## src/rtl/dram_mux_pkg.sv

```systemverilog
package dram_mux_pkg;

    typedef enum logic [2:0] {
        ST_IDLE,
        ST_ROW,
        ST_RCD,
        ST_COL,
        ST_CAS,
        ST_PRE,
        ST_RFC,
        ST_RFR
    } seq_state_e;

    typedef struct packed {
        logic ras_n;
        logic cas_n;
        logic we_n;
        logic dq_oe;
        logic col_sel;
    } pin_ctl_t;

    // True once a state that has run (elapsed+1) cycles has met the limit.
    function automatic logic reached(input logic [15:0] elapsed,
                                     input logic [15:0] limit);
        return (elapsed + 16'd1) >= limit;
    endfunction

    function automatic pin_ctl_t pins_for(input seq_state_e st, input logic wr);
        pin_ctl_t p;
        p = '{ras_n: 1'b1, cas_n: 1'b1, we_n: 1'b1, dq_oe: 1'b0, col_sel: 1'b0};
        case (st)
            ST_RCD: p.ras_n = 1'b0;
            ST_COL: begin
                p.ras_n = 1'b0;
                p.col_sel = 1'b1;
                p.we_n = ~wr;
                p.dq_oe = wr;
            end
            ST_CAS: begin
                p.ras_n = 1'b0;
                p.cas_n = 1'b0;
                p.col_sel = 1'b1;
                p.we_n = ~wr;
                p.dq_oe = wr;
            end
            ST_RFC: p.cas_n = 1'b0;
            ST_RFR: begin
                p.ras_n = 1'b0;
                p.cas_n = 1'b0;
            end
            default: ;
        endcase
        return p;
    endfunction

endpackage

```

## src/rtl/dram_refresh_timer.sv

```systemverilog
module dram_refresh_timer #(
    parameter int INTERVAL = 1560,
    localparam int TW = $clog2(INTERVAL + 1)
) (
    input  logic clk,
    input  logic rst,
    input  logic ack,
    output logic pending
);
    logic [TW-1:0] tick;

    always_ff @(posedge clk) begin
        if (rst) begin
            tick    <= '0;
            pending <= 1'b0;
        end else begin
            if (ack) pending <= 1'b0;
            if (tick == TW'(INTERVAL - 1)) begin
                tick    <= '0;
                pending <= 1'b1;
            end else begin
                tick <= tick + 1'b1;
            end
        end
    end
endmodule

```

## src/rtl/dram_seq.sv

```systemverilog
module dram_seq
    import dram_mux_pkg::*;
#(
    parameter int CNT_W = 4
) (
    input  logic             clk,
    input  logic             rst,
    input  logic             req_valid,
    input  logic             wr_q,
    input  logic             ref_pending,
    input  logic [CNT_W-1:0] cfg_rcd,
    input  logic [CNT_W-1:0] cfg_cas,
    input  logic [CNT_W-1:0] cfg_ras,
    input  logic [CNT_W-1:0] cfg_acc,
    input  logic [CNT_W-1:0] cfg_rp,
    output pin_ctl_t         pins,
    output logic             ready,
    output logic             accept,
    output logic             ref_ack,
    output logic             capture,
    output logic             busy
);
    seq_state_e       state, nxt;
    logic [CNT_W-1:0] cnt, ras_cnt;
    logic             cas_ok, rfr_ok;

    assign pins    = pins_for(state, wr_q);
    assign ready   = (state == ST_IDLE) && !ref_pending;
    assign accept  = ready && req_valid;
    assign ref_ack = (state == ST_IDLE) && ref_pending;
    assign busy    = (state != ST_IDLE);

    assign cas_ok = reached(16'(cnt), 16'(cfg_cas)) &&
                    reached(16'(ras_cnt), 16'(cfg_ras)) &&
                    reached(16'(ras_cnt), 16'(cfg_acc));
    assign rfr_ok = reached(16'(ras_cnt), 16'(cfg_ras)) &&
                    reached(16'(ras_cnt), 16'(cfg_cas));

    always_comb begin
        nxt = state;
        case (state)
            ST_IDLE: if (ref_pending) nxt = ST_RFC;
                     else if (req_valid) nxt = ST_ROW;
            ST_ROW:  nxt = ST_RCD;
            ST_RCD:  if (reached(16'(cnt), 16'(cfg_rcd))) nxt = ST_COL;
            ST_COL:  nxt = ST_CAS;
            ST_CAS:  if (cas_ok) nxt = ST_PRE;
            ST_PRE:  if (reached(16'(cnt), 16'(cfg_rp))) nxt = ST_IDLE;
            ST_RFC:  nxt = ST_RFR;
            ST_RFR:  if (rfr_ok) nxt = ST_PRE;
            default: nxt = ST_IDLE;
        endcase
    end

    assign capture = (state == ST_CAS) && (nxt == ST_PRE);

    always_ff @(posedge clk) begin
        if (rst) begin
            state   <= ST_IDLE;
            cnt     <= '0;
            ras_cnt <= '0;
        end else begin
            state <= nxt;
            if (nxt != state)    cnt <= '0;
            else if (cnt != '1)  cnt <= cnt + 1'b1;
            if (nxt != state && (nxt == ST_RCD || nxt == ST_RFR))
                ras_cnt <= '0;
            else if (!pins.ras_n && ras_cnt != '1)
                ras_cnt <= ras_cnt + 1'b1;
        end
    end
endmodule

```

## src/rtl/dram_mux_ctl.sv

```systemverilog
module dram_mux_ctl
    import dram_mux_pkg::*;
#(
    parameter int ADDR_W       = 20,
    parameter int DATA_W       = 16,
    parameter int CNT_W        = 4,
    parameter int REF_INTERVAL = 1560,
    localparam int COL_W = ADDR_W / 2,
    localparam int ROW_W = ADDR_W - COL_W
) (
    input  logic              clk,
    input  logic              rst,
    input  logic [CNT_W-1:0]  cfg_rcd,
    input  logic [CNT_W-1:0]  cfg_cas,
    input  logic [CNT_W-1:0]  cfg_ras,
    input  logic [CNT_W-1:0]  cfg_acc,
    input  logic [CNT_W-1:0]  cfg_rp,
    input  logic              req_valid,
    output logic              req_ready,
    input  logic              req_write,
    input  logic [ADDR_W-1:0] req_addr,
    input  logic [DATA_W-1:0] req_wdata,
    output logic              rsp_done,
    output logic [DATA_W-1:0] rsp_rdata,
    output logic              busy,
    output logic [ROW_W-1:0]  dram_addr,
    output logic              dram_ras_n,
    output logic              dram_cas_n,
    output logic              dram_we_n,
    output logic [DATA_W-1:0] dram_dq_out,
    output logic              dram_dq_oe,
    input  logic [DATA_W-1:0] dram_dq_in
);
    logic              ref_pending, ref_ack, accept, capture;
    pin_ctl_t          pins;
    logic              wr_q;
    logic [ADDR_W-1:0] addr_q;
    logic [DATA_W-1:0] wdata_q;

    dram_refresh_timer #(.INTERVAL(REF_INTERVAL)) u_timer (
        .clk(clk), .rst(rst), .ack(ref_ack), .pending(ref_pending)
    );

    dram_seq #(.CNT_W(CNT_W)) u_seq (
        .clk(clk), .rst(rst), .req_valid(req_valid), .wr_q(wr_q),
        .ref_pending(ref_pending),
        .cfg_rcd(cfg_rcd), .cfg_cas(cfg_cas), .cfg_ras(cfg_ras),
        .cfg_acc(cfg_acc), .cfg_rp(cfg_rp),
        .pins(pins), .ready(req_ready), .accept(accept), .ref_ack(ref_ack),
        .capture(capture), .busy(busy)
    );

    always_ff @(posedge clk) begin
        if (rst) begin
            wr_q      <= 1'b0;
            addr_q    <= '0;
            wdata_q   <= '0;
            rsp_done  <= 1'b0;
            rsp_rdata <= '0;
        end else begin
            if (accept) begin
                wr_q    <= req_write;
                addr_q  <= req_addr;
                wdata_q <= req_wdata;
            end
            rsp_done <= capture;
            if (capture && !wr_q) rsp_rdata <= dram_dq_in;
        end
    end

    assign dram_addr   = pins.col_sel ? ROW_W'(addr_q[COL_W-1:0])
                                      : addr_q[ADDR_W-1:COL_W];
    assign dram_ras_n  = pins.ras_n;
    assign dram_cas_n  = pins.cas_n;
    assign dram_we_n   = pins.we_n;
    assign dram_dq_oe  = pins.dq_oe;
    assign dram_dq_out = wdata_q;
endmodule

```

## config.mk

```make
export PLATFORM = sky130hd
export DESIGN_NAME = dram_mux_ctl
export DESIGN_NICKNAME = d
export VERILOG_FILES = /design/src/rtl/dram_mux_pkg.sv /design/src/rtl/dram_refresh_timer.sv /design/src/rtl/dram_seq.sv /design/src/rtl/dram_mux_ctl.sv
export SDC_FILE = /design/constraint.sdc
export NUM_CORES = 1
export LEC_CHECK = 0
export BUFFER_PORTS_ARGS = -buffer_cell sky130_fd_sc_hd__clkbuf_2
export CAP_MARGIN = 30
export CORE_MARGIN = 5
export CORE_UTILIZATION = 40
export DETAILED_ROUTE_END_ITERATION = 16
export GPL_TIMING_DRIVEN = 0
export PLACE_DENSITY = 0.68
export REMOVE_ABC_BUFFERS = 1
export SLEW_MARGIN = 30
export SYNTH_ARGS = -nofsm -noshare
export SYNTH_HDL_FRONTEND = slang
export SYNTH_SLANG_ARGS = --single-unit
```

## constraint.sdc

```tcl
create_clock -name clk -period 6 [get_ports clk]
set_input_delay 0 -clock clk [delete_from_list [all_inputs] [get_ports clk]]
set_output_delay 0 -clock clk [all_outputs]
set_load 0.02 [all_outputs]
```

### Word level (Yosys, flattened, before mapping)

Index checks and enable logic that the tools add are counted.

* bits in registers: 77
* input bits: 76
* word-level logic and storage cells: 71

* $add $sub $neg: 5
* magnitude comparators: 6
* equal/unequal tests: 14
* muxes and demuxes: 13
* bitwise gates (word level): 1
* reduce and logical (&&, ||, !) cells: 22

Operators by type and width (count)
* $ge A16 B4 Y1: 6
* $pmux W3 S8: 1
* $mux W3: 7
* $eq A3 B3 Y1 const B: 6
* $add A11 B1 Y11 const B: 1
* $eq A11 B11 Y1 const B: 1
* $add A4 B1 Y5 const B: 2
* $logic_and A1 B1 Y1: 10
* $mux W10: 1
* $eq A3 B2 Y1 const B: 3
* $add A4 B1 Y4 const B: 2
* $ne A4 B4 Y1 const B: 2
* $reduce_or A2 Y1: 4
* $mux W1: 4
* $reduce_or A4 Y1: 1
* $eq A3 B1 Y1 const B: 1
* $logic_not A3 Y1: 1
* $ne A3 B3 Y1: 1
* $reduce_bool A3 Y1: 1
* $reduce_or A3 Y1: 1
* $logic_not A1 Y1: 2
* $reduce_bool A2 Y1: 1
* $logic_or A1 B1 Y1: 1
* $not A1 Y1: 1

### Depth between registers and ports, before layout

Gate-level depths: netlist of the first run.

* word-level depth: 10
* gate-level depth with buffers: 12

### By module

From an unflattened synthesis of the first run, not the netlist that was laid out.

* cell total of the unflattened synthesis: 417
* area total of the unflattened synthesis: 4037.6 sq um

By module, submodules not included
* dram_mux_ctl: instances 1, cells an instance 203, area each 2248.4 sq um, seq. area each 1081.0 sq um
* dram_seq: instances 1, cells an instance 156, area each 1252.5 sq um, seq. area each 220.2 sq um
* dram_refresh_timer: instances 1, cells an instance 58, area each 536.8 sq um, seq. area each 240.2 sq um

### Worst setup path after synthesis of the first run

OpenSTA, ideal clock, no wires.

* kind: register to register
* from: register u_seq.cnt[0]
* to: register u_seq.ras_cnt[2]
* setup time: 0.088 ns
* data arrival time: 2.572 ns
* setup slack: 3.340 ns
* stages on the path, launching flop included: 11
* cells stage by stage: dfxtp_1 > ha_1 > xor2_1 > ha_1 > o21ai_0 > a21oi_1 > o311ai_1 > o2111ai_2 > o32a_1 > nor3b_2 > nor4_2

* longest elaborated chain between the ends: 10
* elaborated cells on any way between the ends: 16
* classes of those cells: 1 x add/sub; 3 x order compare; 3 x eq/ne; 4 x mux; 5 x reduce/logical

RTL lines
* start, declared: line dram_seq.sv:24 `logic [CNT_W-1:0] cnt, ras_cnt;`
* start signal, assigned: line dram_seq.sv:65 `else if (cnt != '1) cnt <= cnt + 1'b1;`
* $add A4 B1 Y5 *: line dram_mux_pkg.sv:25 `return (elapsed + 16'd1) >= limit;`
* $ge A16 B4 Y1: line dram_mux_pkg.sv:25
* $logic_and A1 B1 Y1: line dram_seq.sv:33 `assign cas_ok = reached(16'(cnt), 16'(cfg_cas)) &&`
* $logic_and A1 B1 Y1: line dram_seq.sv:34 `reached(16'(ras_cnt), 16'(cfg_ras)) &&`
* $mux W3: line dram_seq.sv:47 `ST_CAS: if (cas_ok) nxt = ST_PRE;`
* $pmux W3 S8 *: line dram_seq.sv:41 `case (state)`
* $eq A3 B2 Y1 / $eq A3 B3 Y1 (equally long branches): line dram_seq.sv:66 `if (nxt != state && (nxt == ST_RCD || nxt == ST_RFR))`
* $logic_or A1 B1 Y1: line dram_seq.sv:66
* $logic_and A1 B1 Y1 *: line dram_seq.sv:66
* $reduce_or A2 Y1 (no line) *
* end signal, assigned: line dram_seq.sv:69 `ras_cnt <= ras_cnt + 1'b1;`
* end, declared: line dram_seq.sv:24

Mark *: on every way between the ends. The rest lies on a longest branch, timed or not.
A chain may end at the register's enable or synchronous reset.

### Final worst setup path of the first run

Same ends and word-level chain as after synthesis.

==> results of run 1 <==
worst paths after layout:
check | to | cells past startpoint | start
worst max register to register | u_seq.ras_cnt[2] | 10 | u_seq.cnt[0]
worst min-delay path | u_timer.pending | 2 | rst
worst min register to register | u_timer.tick[0] | 1 | u_timer.tick[0]
worst max-delay path | u_seq.ras_cnt[2] | 10 | u_seq.cnt[0]
registers in the layout, summed over array words and instances, names as in the netlist:
signal,flops
addr_q,20
dram_dq_out,16
rsp_done,1
rsp_rdata,16
u_seq.cnt,4
u_seq.ras_cnt,4
u_seq.state,3
u_timer.pending,1
u_timer.tick,11
wr_q,1
through the flow:
stage	hold slack, ns	area [µm²]	power (µW)
after floorplan	0.0691	3550	857
after global placement	0.223	4310	976
after detailed placement	0.228	4350	994
after CTS	0.319	5040	1360
after global routing	0.377	5040	1440
final	0.327	5040	1350
layout by cell type, fill, tap and decap left out, types with 2 or more instances in the layout:
cell and count:
mux2_2 10, dlygate4sd3_1 53, dfxtp_1 77, ha_1 27, nor2b_1 2, clkbuf_8 10
nand4_1 2, a211oi_1 4, a21oi_1 45, clkbuf_2 123, xor2_1 7, o21a_1 3
o21bai_1 3, and2_1 2, nand2_1 84, nor2_1 42, clkinv_2 2, o21ai_0 10
nand2b_1 4, inv_1 23, nand3_1 7, xnor2_1 9, mux2i_1 19, buf_6 2
nor3_1 7, and3_1 2, o311ai_1 2
final cells by class:
class / count / area, µm²
multi-input combinational: 308 / 1940
clock buffer: 10 / 138
fill: 809 / 4020
inverter: 23 / 86.3
tap: 111 / 139
timing repair buffer: 179 / 1180
clock inverter: 4 / 26.3
sequential: 77 / 1540
logic make-up after synthesis:
family,after synthesis,share of synthesized area
AO/OA/AOI/OAI,72,0.113
XOR/XNOR,16,0.0382
adder cells (fa/ha/maj),27,0.0921
buffers and inverters,45,0.0553
flip-flops,77,0.420
multiplexers,29,0.0826
AND/OR/NAND/NOR,164,0.199
metal layers:
| metal | up-vias | wire length [µm] |
|---|---|---|
| met3 | 40 | 570 |
| met1 | 1604 | 4000 |
| li1 | 1768 | - |
| met2 | 122 | 4920 |
| met4 | 0 | 453 |
| met5 | - | 0 |
power by group through the flow:
stage | sequential (µW) | clock (µW) | combinational (µW)
2_1_floorplan | 619 | 0 | 238
4_1_cts | 598 | 347 | 414
5_1_grt | 605 | 372 | 460
3_3_place_gp | 605 | 0 | 370
3_5_place_dp | 609 | 0 | 384
6_report | 598 | 338 | 412
timing repair:
action                                 in CTS  in global routing
buffers inserted                            0                  0
hold buffers                               53                  0
gates resized for setup                     0                  0
endpoints found under the hold margin      53                  0
==> impl_metrics.ini, run 1 <==
[synthesis]
post-synth-top-count-cell = nand2_1
ys_ff_latch = 77
synth.top_cells.by_count = nand2_1, dfxtp_1, a21oi_1, nor2_1, ha_1
synth_area_um2 = 3670
async_flop_share = 0
synth_flop_cell = dfxtp_1
synth_top_area_cell = dfxtp_1
synth-seq-area-share = 0.420
synth_edf_count = 0
synth_top_area_frac = 0.420
ys_top_cells_by_area = dfxtp_1, ha_1, nand2_1, a21oi_1, mux2i_1
syn_inst = 430
yosys_warnings = 0
synth.distinct_cells = 40
syn_area_per_cell_um2 = 8.53

[global_route]
gr-max-usage-layer = met2
grt_pass1_wl_um = 16500
track_usage = 0.180
overflow = 0
met1_usage = 0.197
antenna_found_initial = 0
grt_max_degree = 66
use_met2 = 0.313
grtUsageMet3 = 0.0447
grt_pass1_vias = 3674

[route]
drtIter0Drc = 184
ant_nets = 0
drc = 0
drt_pass1_iterations = 4
wl_per_cell_um = 14.0
drt_wl_total_um = 9950
viasPerCell = 4.96
vias = 3534

[setup_path]
start_kind = flip-flop
cp_max_fo = 6
end_kind = flip-flop
cp.required_ns = 6.25
critPathTopFamily = compound AO/OA/AOI/OAI gates
slowest_stage = dfxtp_1
cp_common_cell = ha_1
critPathBufInv = 0
crit_type = reg -> reg
crit_path_max_incr_delay_ns = 0.45
arrival_ns = 3.45
reg2reg_setup_slack_ns = 2.80
crit_chain = ha_1 -> xor2_1 -> ha_1 -> o21ai_0 -> a21oi_1 -> o311ai_1 -> o2111ai_2 -> o32a_1 -> nor3b_2 -> nor4_2

[clock_tree]
cts_buffers = 9
cts.clk_slew.worst_paths_ns = 0.07
clockRootBuffer = clkbuf_8
clkSinkCount = 77
cts_tree = yes
h-tree-depth = 3
clockBufferDepth = 2
insertion_delay_ns = 0.34

[timing]
period_share = 0.534
fin_ws_ns = 2.80
fmax_mhz = 312
worstMarginPinSlew_ns = 0.745
setup-violations-final = 0
rsz0062_at_grt = no
slew_viol_final = 0
fin_crit_ns = 3.20
hold_viol = 0
skew_ns = 0.00651
tns_ns = 0
relSlewSlack = 0.503

[pwr]
p_leak_uw = 0.00229
clockPowerShare = 0.251
ir_drop_v = 0.000134
p_int_uw = 890
p_sw_frac = 0.340
combPwrFrac = 0.305
p_per_area_nw_per_um2 = 267
pwr-share-seq = 0.444
power.switching_uw = 459

[cells_and_area]
n_antenna_cell = 0
fin_nets = 701
area_growth_pct = 37.5
stdcell_count = 712
final_util = 0.556
drive_above_1_share = 0.266

[floorplan]
die_h_um = 106
rows = 35
die_w_um = 106
fp.dieArea_um2 = 11200
ios = 125
core_area_um2 = 9060
start_util = 0.404

[placement]
hpwl_um = 6490
dp.cells = 645
gp_congestion = 0.778
place_worst_setup_slack_ns = 2.77
io_buffers = 124

[flow_run]
cap_violations = 0

[status]
outcome = completed

[min_path]
hold_path.class = in -> reg
Note: power is estimated with default switching activity, not from simulation.
==> inputs of run 2 (changes only) <==
Settings changed: ABC_AREA set to 1, PLACE_DENSITY 0.68 to 0.7.
Clock period 6 ns to 2.8 ns, I/O delays scaled along.
==> run 2 against run 1 <==
Worst setup slack got worse by 2.6 ns. Sequential power grew 130%. Flip-flop and latch count unchanged. Combinational power rose to 3.6 times the previous value. Utilization down 0.15 points. Clock power grew to 2.5 times the previous value. First-iteration DRC count up 51%. Worst hold slack got worse by 0.084 ns. Sequential share of layout area down 1.6 points. Synthesized cell count rose by 26%. Global-route usage increased by 0.38 points. Critical path type unchanged. Largest cell class unchanged. Largest power group is now combinational logic. Highest routed layer unchanged.
==> impl_metrics.ini, run 2 <==
[global_route]
grt_pass1_wl_um = 17500
track_usage = 0.184
grt_pass1_vias = 4034
antenna_found_initial = 0
overflow = 0
grt_max_degree = 50

[synthesis]
syn_inst = 542
synth_flop_cell = dfxtp_1
yosys_warnings = 0
ys_top_cells_by_area = dfxtp_1, nand2_1, a21oi_1, ha_1, inv_1
synth_top_area_frac = 0.398
post-synth-top-count-cell = nand2_1
synth_edf_count = 0
synth.top_cells.by_count = nand2_1, inv_1, dfxtp_1, a21oi_1, nand3_1
syn_area_per_cell_um2 = 7.15
ys_ff_latch = 77
synth-seq-area-share = 0.398
async_flop_share = 0
synth_area_um2 = 3870
synth_top_area_cell = dfxtp_1
synth.distinct_cells = 33

[setup_path]
start_kind = flip-flop
cp_common_cell = nand2_1
crit_type = reg -> reg
end_kind = flip-flop
cp_max_fo = 8
slowest_stage = dfxtp_1
cp.required_ns = 3.08
arrival_ns = 2.86
crit_path_max_incr_delay_ns = 0.46
crit_chain = ha_1 -> xor2_1 -> ha_1 -> nand2_1 -> inv_1 -> nand3_1 -> nand3_1 -> nand2_1 -> inv_1 -> nand2_1 -> nand4_2 -> a21oi_2 -> nand2_2 -> a21oi_1

[timing]
rsz0062_at_grt = no
fin_crit_ns = 2.59
worstMarginPinSlew_ns = 0.955
fmax_mhz = 387
fin_ws_ns = 0.213
hold_viol = 0
relSlewSlack = 0.362
tns_ns = 0
skew_ns = 0.00936
period_share = 0.924
slew_viol_final = 0
setup-violations-final = 0

[cells_and_area]
mostFrequentLayoutCells = clkbuf_2, nand2_1, inv_1
layout_commonest_cell = clkbuf_2
top_register = addr_q
fin_nets = 811
n_antenna_cell = 0
drive_above_1_share = 0.223
final_util = 0.555
area_growth_pct = 37.4
largest_reg_flops = 20

[route]
viasPerCell = 4.73
drtIter0Drc = 277
drt_pass1_iterations = 4
wl_per_cell_um = 12.5
drt_wl_total_um = 10600
ant_nets = 0
drc = 0
vias = 3993

[status]
outcome = completed

[pwr]
power.switching_uw = 1480
pwr-share-seq = 0.373
ir_drop_v = 0.000409
p_leak_uw = 0.00260
p_int_uw = 2240
p_per_area_nw_per_um2 = 698
p_sw_frac = 0.397
combPwrFrac = 0.400
clockPowerShare = 0.228

[floorplan]
core_area_um2 = 9590
die_h_um = 108
rows = 36
die_w_um = 108
start_util = 0.404
fp.dieArea_um2 = 11800
ios = 125

[clock_tree]
cts_buffers = 9
h-tree-depth = 3
clkSinkCount = 77
clockBufferDepth = 2
clockRootBuffer = clkbuf_8
post_cts_buffers = 0
cts_tree = yes
insertion_delay_ns = 0.35
cts.clk_slew.worst_paths_ns = 0.08

[flow_run]
cap_violations = 0

[placement]
gp_congestion = 0.763
hpwl_um = 7190
io_buffers = 124
place_worst_setup_slack_ns = -0.180

[min_path]
hold_path.class = in -> reg
==> run 2: changes by cell type after synthesis, sizes merged, moves of 6 or more <==
cell / previous run / this run
mux2i: 19 / 1
mux2: 10 / 0
nand3: 7 / 44
nand4: 2 / 8
nor2: 43 / 30
inv: 23 / 94
a21oi: 45 / 71
o21ai: 11 / 42
xnor2: 9 / 0
nand2: 85 / 109
==> run 2: per-layer routing <==
metal,global-route usage,up-vias,part of all wire
met5,0,-,0
met4,0.106,0,0.044
met3,0.0436,43,0.048
met2,0.331,106,0.52
met1,0.196,1774,0.39
li1,-,2070,-
==> run 2: final timing paths <==
| kind | from | endpoint | slack (ns) | depth (start not counted) |
|---|---|---|---|---|
| worst min register to register | rsp_rdata[3] | rsp_rdata[3] | 0.45 | 2 |
| worst max-delay path | u_seq.ras_cnt[0] | u_seq.ras_cnt[3] | 0.21 | 14 |
| worst min-delay path | rst | rsp_done | 0.24 | 2 |
| worst max register to register | u_seq.ras_cnt[0] | u_seq.ras_cnt[3] | 0.21 | 14 |
==> run 2: repair_timing <==
item,4_1_cts,5_1_grt
endpoints found under the setup margin,16,16
resized for setup,1,3
hold buffers,53,0
endpoints found under the hold margin,53,0
==> run 2: kinds of logic (layout without fill, tap and decap cells) <==
family,count (synthesis),count (layout),share of synthesized area
muxes,1,1,0.00258
xor gates and xnor gates,6,6,0.0136
buffers and inverters,116,286,0.115
and+or+nand+nor,198,198,0.228
DFF,77,77,0.398
adders and majority gates,27,27,0.0872
AOI/OAI and AO/OA,117,117,0.155
==> run 2: final cells by class <==
class / count / area (µm²)
fillers: 878 / 4270
multi-input cells: 349 / 1910
flip-flops and latches: 77 / 1540
repair buffers: 177 / 1150
inverters: 94 / 353
well taps: 133 / 166
clock buffers: 12 / 155
clock inverters: 3 / 45.0
==> run 2: per-stage QoR <==
stage / hold WS, ns / area (µm²) / total power [µW] / std cells
finish: 0.243 / 5320 / 3720 / 845
global route: 0.279 / 5320 / 4010 / 845
CTS: 0.235 / 5310 / 3740 / 845
detailed placement: 0.263 / 4570 / 2820 / 777
global placement: 0.256 / 4570 / 2760 / 777
floorplan: 0.0691 / 3780 / 2370 / 520
==> run 2: worst max-delay path: cells and delay by family (launching register included) <==
| family | cells | cell delay [ns] |
|---|---|---|
| simple gates | 7 | 0.69 |
| xor+xnor | 1 | 0.35 |
| fa+ha+maj | 2 | 0.56 |
| compound gates | 2 | 0.32 |
| flops | 1 | 0.46 |
| buf+inv | 2 | 0.12 |
==> run 2: power by group through the flow <==
stage	sequential [µW]	clock, µW	combinational [µW]
floorplan	1450	0	922
global placement	1400	0	1370
detailed placement	1410	0	1410
CTS	1380	874	1480
global route	1410	916	1680
finish	1380	846	1490
==> inputs of run 3 (changes only) <==
Settings changed: PLACE_DENSITY 0.7 to 0.67.
Clock period 2.8 ns to 3.1 ns, I/O delays scaled along.
==> run 3 against run 2 <==
Sequential share of layout area about the same. Clock power decreased by 3.7%. Wire length shrank 2.3%. Total power fell by 8.5%. First-iteration DRC count rose by 17%. Worst hold slack improved by 0.033 ns. Highest routed layer unchanged. Flip-flop and latch count unchanged. Design area is essentially flat. Combinational power shrank 11%. Die area did not move. Clock-buffer cell count down 3. Critical path type unchanged. Sequential power is 9% lower.
==> impl_metrics.ini, run 3 (same netlist as run 2, synthesis figures left out) <==
[status]
outcome = completed

[cells_and_area]
mostFrequentLayoutCells = clkbuf_2, nand2_1, inv_1
area_growth_pct = 37.3
n_antenna_cell = 0
fin_nets = 811
drive_above_1_share = 0.222
layout_commonest_cell = clkbuf_2
top_register = addr_q
largest_reg_flops = 20
stdcell_area_um2 = 5320

[setup_path]
cp_max_fo = 32
crit_chain = ha_1 -> xor2_1 -> ha_1 -> nand2_1 -> inv_1 -> nand3_1 -> nand3_1 -> nand2_1 -> inv_1 -> nand3_2 -> o21ai_0 -> a21oi_1
r2r-start = u_seq.ras_cnt[0]
cp.required_ns = 3.30
cp-endpoint = rsp_rdata[7]
ff2ff_path_depth = 12
critPathLaunch = u_seq.ras_cnt[0]
crit_type = reg -> reg
crit_path_max_incr_delay_ns = 0.47
end_kind = flip-flop
slowest_stage = dfxtp_1
arrival_ns = 2.90
critPathTopFamily = simple AND/OR/NAND/NOR gates
r2r-end = rsp_rdata[7]
critPathBufInv = 2
crit_cells = 12
reg2reg_setup_slack_ns = 0.40
start_kind = flip-flop

[floorplan]
die_w_um = 108
rows = 36
core_area_um2 = 9590
fp.dieArea_um2 = 11800
ios = 125
die_h_um = 108
start_util = 0.404

[placement]
hpwl_um = 7010
place_worst_setup_slack_ns = 0.427
place_area_um2 = 4580
io_buffers = 124
gp_congestion = 0.815

[pwr]
p_leak_uw = 0.00261
p_per_area_nw_per_um2 = 639
total_power_uw = 3400
ir_drop_v = 0.000402

[clock_tree]
cts_buffers = 9
clockRootBuffer = clkbuf_8
cts_tree = yes
post_cts_buffers = 0
h-tree-depth = 3
clkSinkCount = 77
cts.clk_slew.worst_paths_ns = 0.08
insertion_delay_ns = 0.34
cts_hold_buf = 53
clockBufferDepth = 2
cts_resized = 0

[route]
ant_nets = 0
drt_wl_total_um = 10400
drc = 0
drtIter0Drc = 325
vias = 4026
viasPerCell = 4.76
wl_per_cell_um = 12.3
drt_pass1_iterations = 4

[timing]
slew_viol_final = 0
worstMarginPinSlew_ns = 0.870
skew_ns = 0.0119
setup-violations-final = 0
fin_ws_ns = 0.398
hold_ws_ns = 0.276
tns_ns = 0
fmax_mhz = 370
hold_viol = 0
relSlewSlack = 0.416
fin_crit_ns = 2.70
rsz0062_at_grt = no
period_share = 0.872

[global_route]
grt_max_degree = 50
grt_pass1_vias = 3874
track_usage = 0.178
overflow = 0
grt_pass1_wl_um = 17100
antenna_found_initial = 0

[flow_run]
cap_violations = 0

[min_path]
hold_path.class = in -> reg
[run 3: worst min-delay path by stage]
stage	start	end	slack (ns)	cells past startpoint
5_1_grt	rst	u_seq.state[1]	0.31	2
6_report	rst	rsp_done	0.28	2
4_1_cts	rst	rsp_done	0.26	2
3_5_place_dp	req_wdata[7]	dram_dq_out[7]	0.26	3
2_1_floorplan	rst	addr_q[10]	0.07	1
3_3_place_gp	req_wdata[8]	dram_dq_out[8]	0.26	3
[run 3: metrics by stage]
step                       util  cells
after global routing      0.554    845
after detailed placement  0.477    777
after floorplan               -    520
after CTS                 0.554    845
final                     0.554    845
after global placement    0.476    777
[run 3: area by class of cell]
| type | instances | area (µm²) |
|---|---|---|
| fillers | 903 | 4280 |
| multi-input cells | 349 | 1890 |
| flip-flops and latches | 77 | 1540 |
| repair buffers | 177 | 1150 |
| inverters | 94 | 353 |
| well taps | 133 | 166 |
| clock buffers | 9 | 124 |
| clock inverters | 6 | 87.6 |
[run 3: worst register-to-register path, cell delays in order, from the launching register on]
cell	delay [ns]
dfxtp_1	0.47
ha_1	0.25
xor2_1	0.35
ha_1	0.18
nand2_1	0.05
inv_1	0.06
nand3_1	0.06
nand3_1	0.08
nand2_1	0.08
inv_1	0.09
nand3_2	0.43
o21ai_0	0.39
a21oi_1	0.08
[run 3: where the power goes]
part           switching, µW  internal [µW]
clock                    365            450
sequential              98.1           1150
combinational            876            458
total                   1340           2060
[run 3: metal layers]
metal / GRT usage / vias to the layer above / wire [µm]
met2: 0.313 / 114 / 5250
met1: 0.206 / 1823 / 4260
met3: 0.0472 / 22 / 597
li1: - / 2067 / -
met4: 0.0676 / 0 / 255
met5: 0 / - / 0
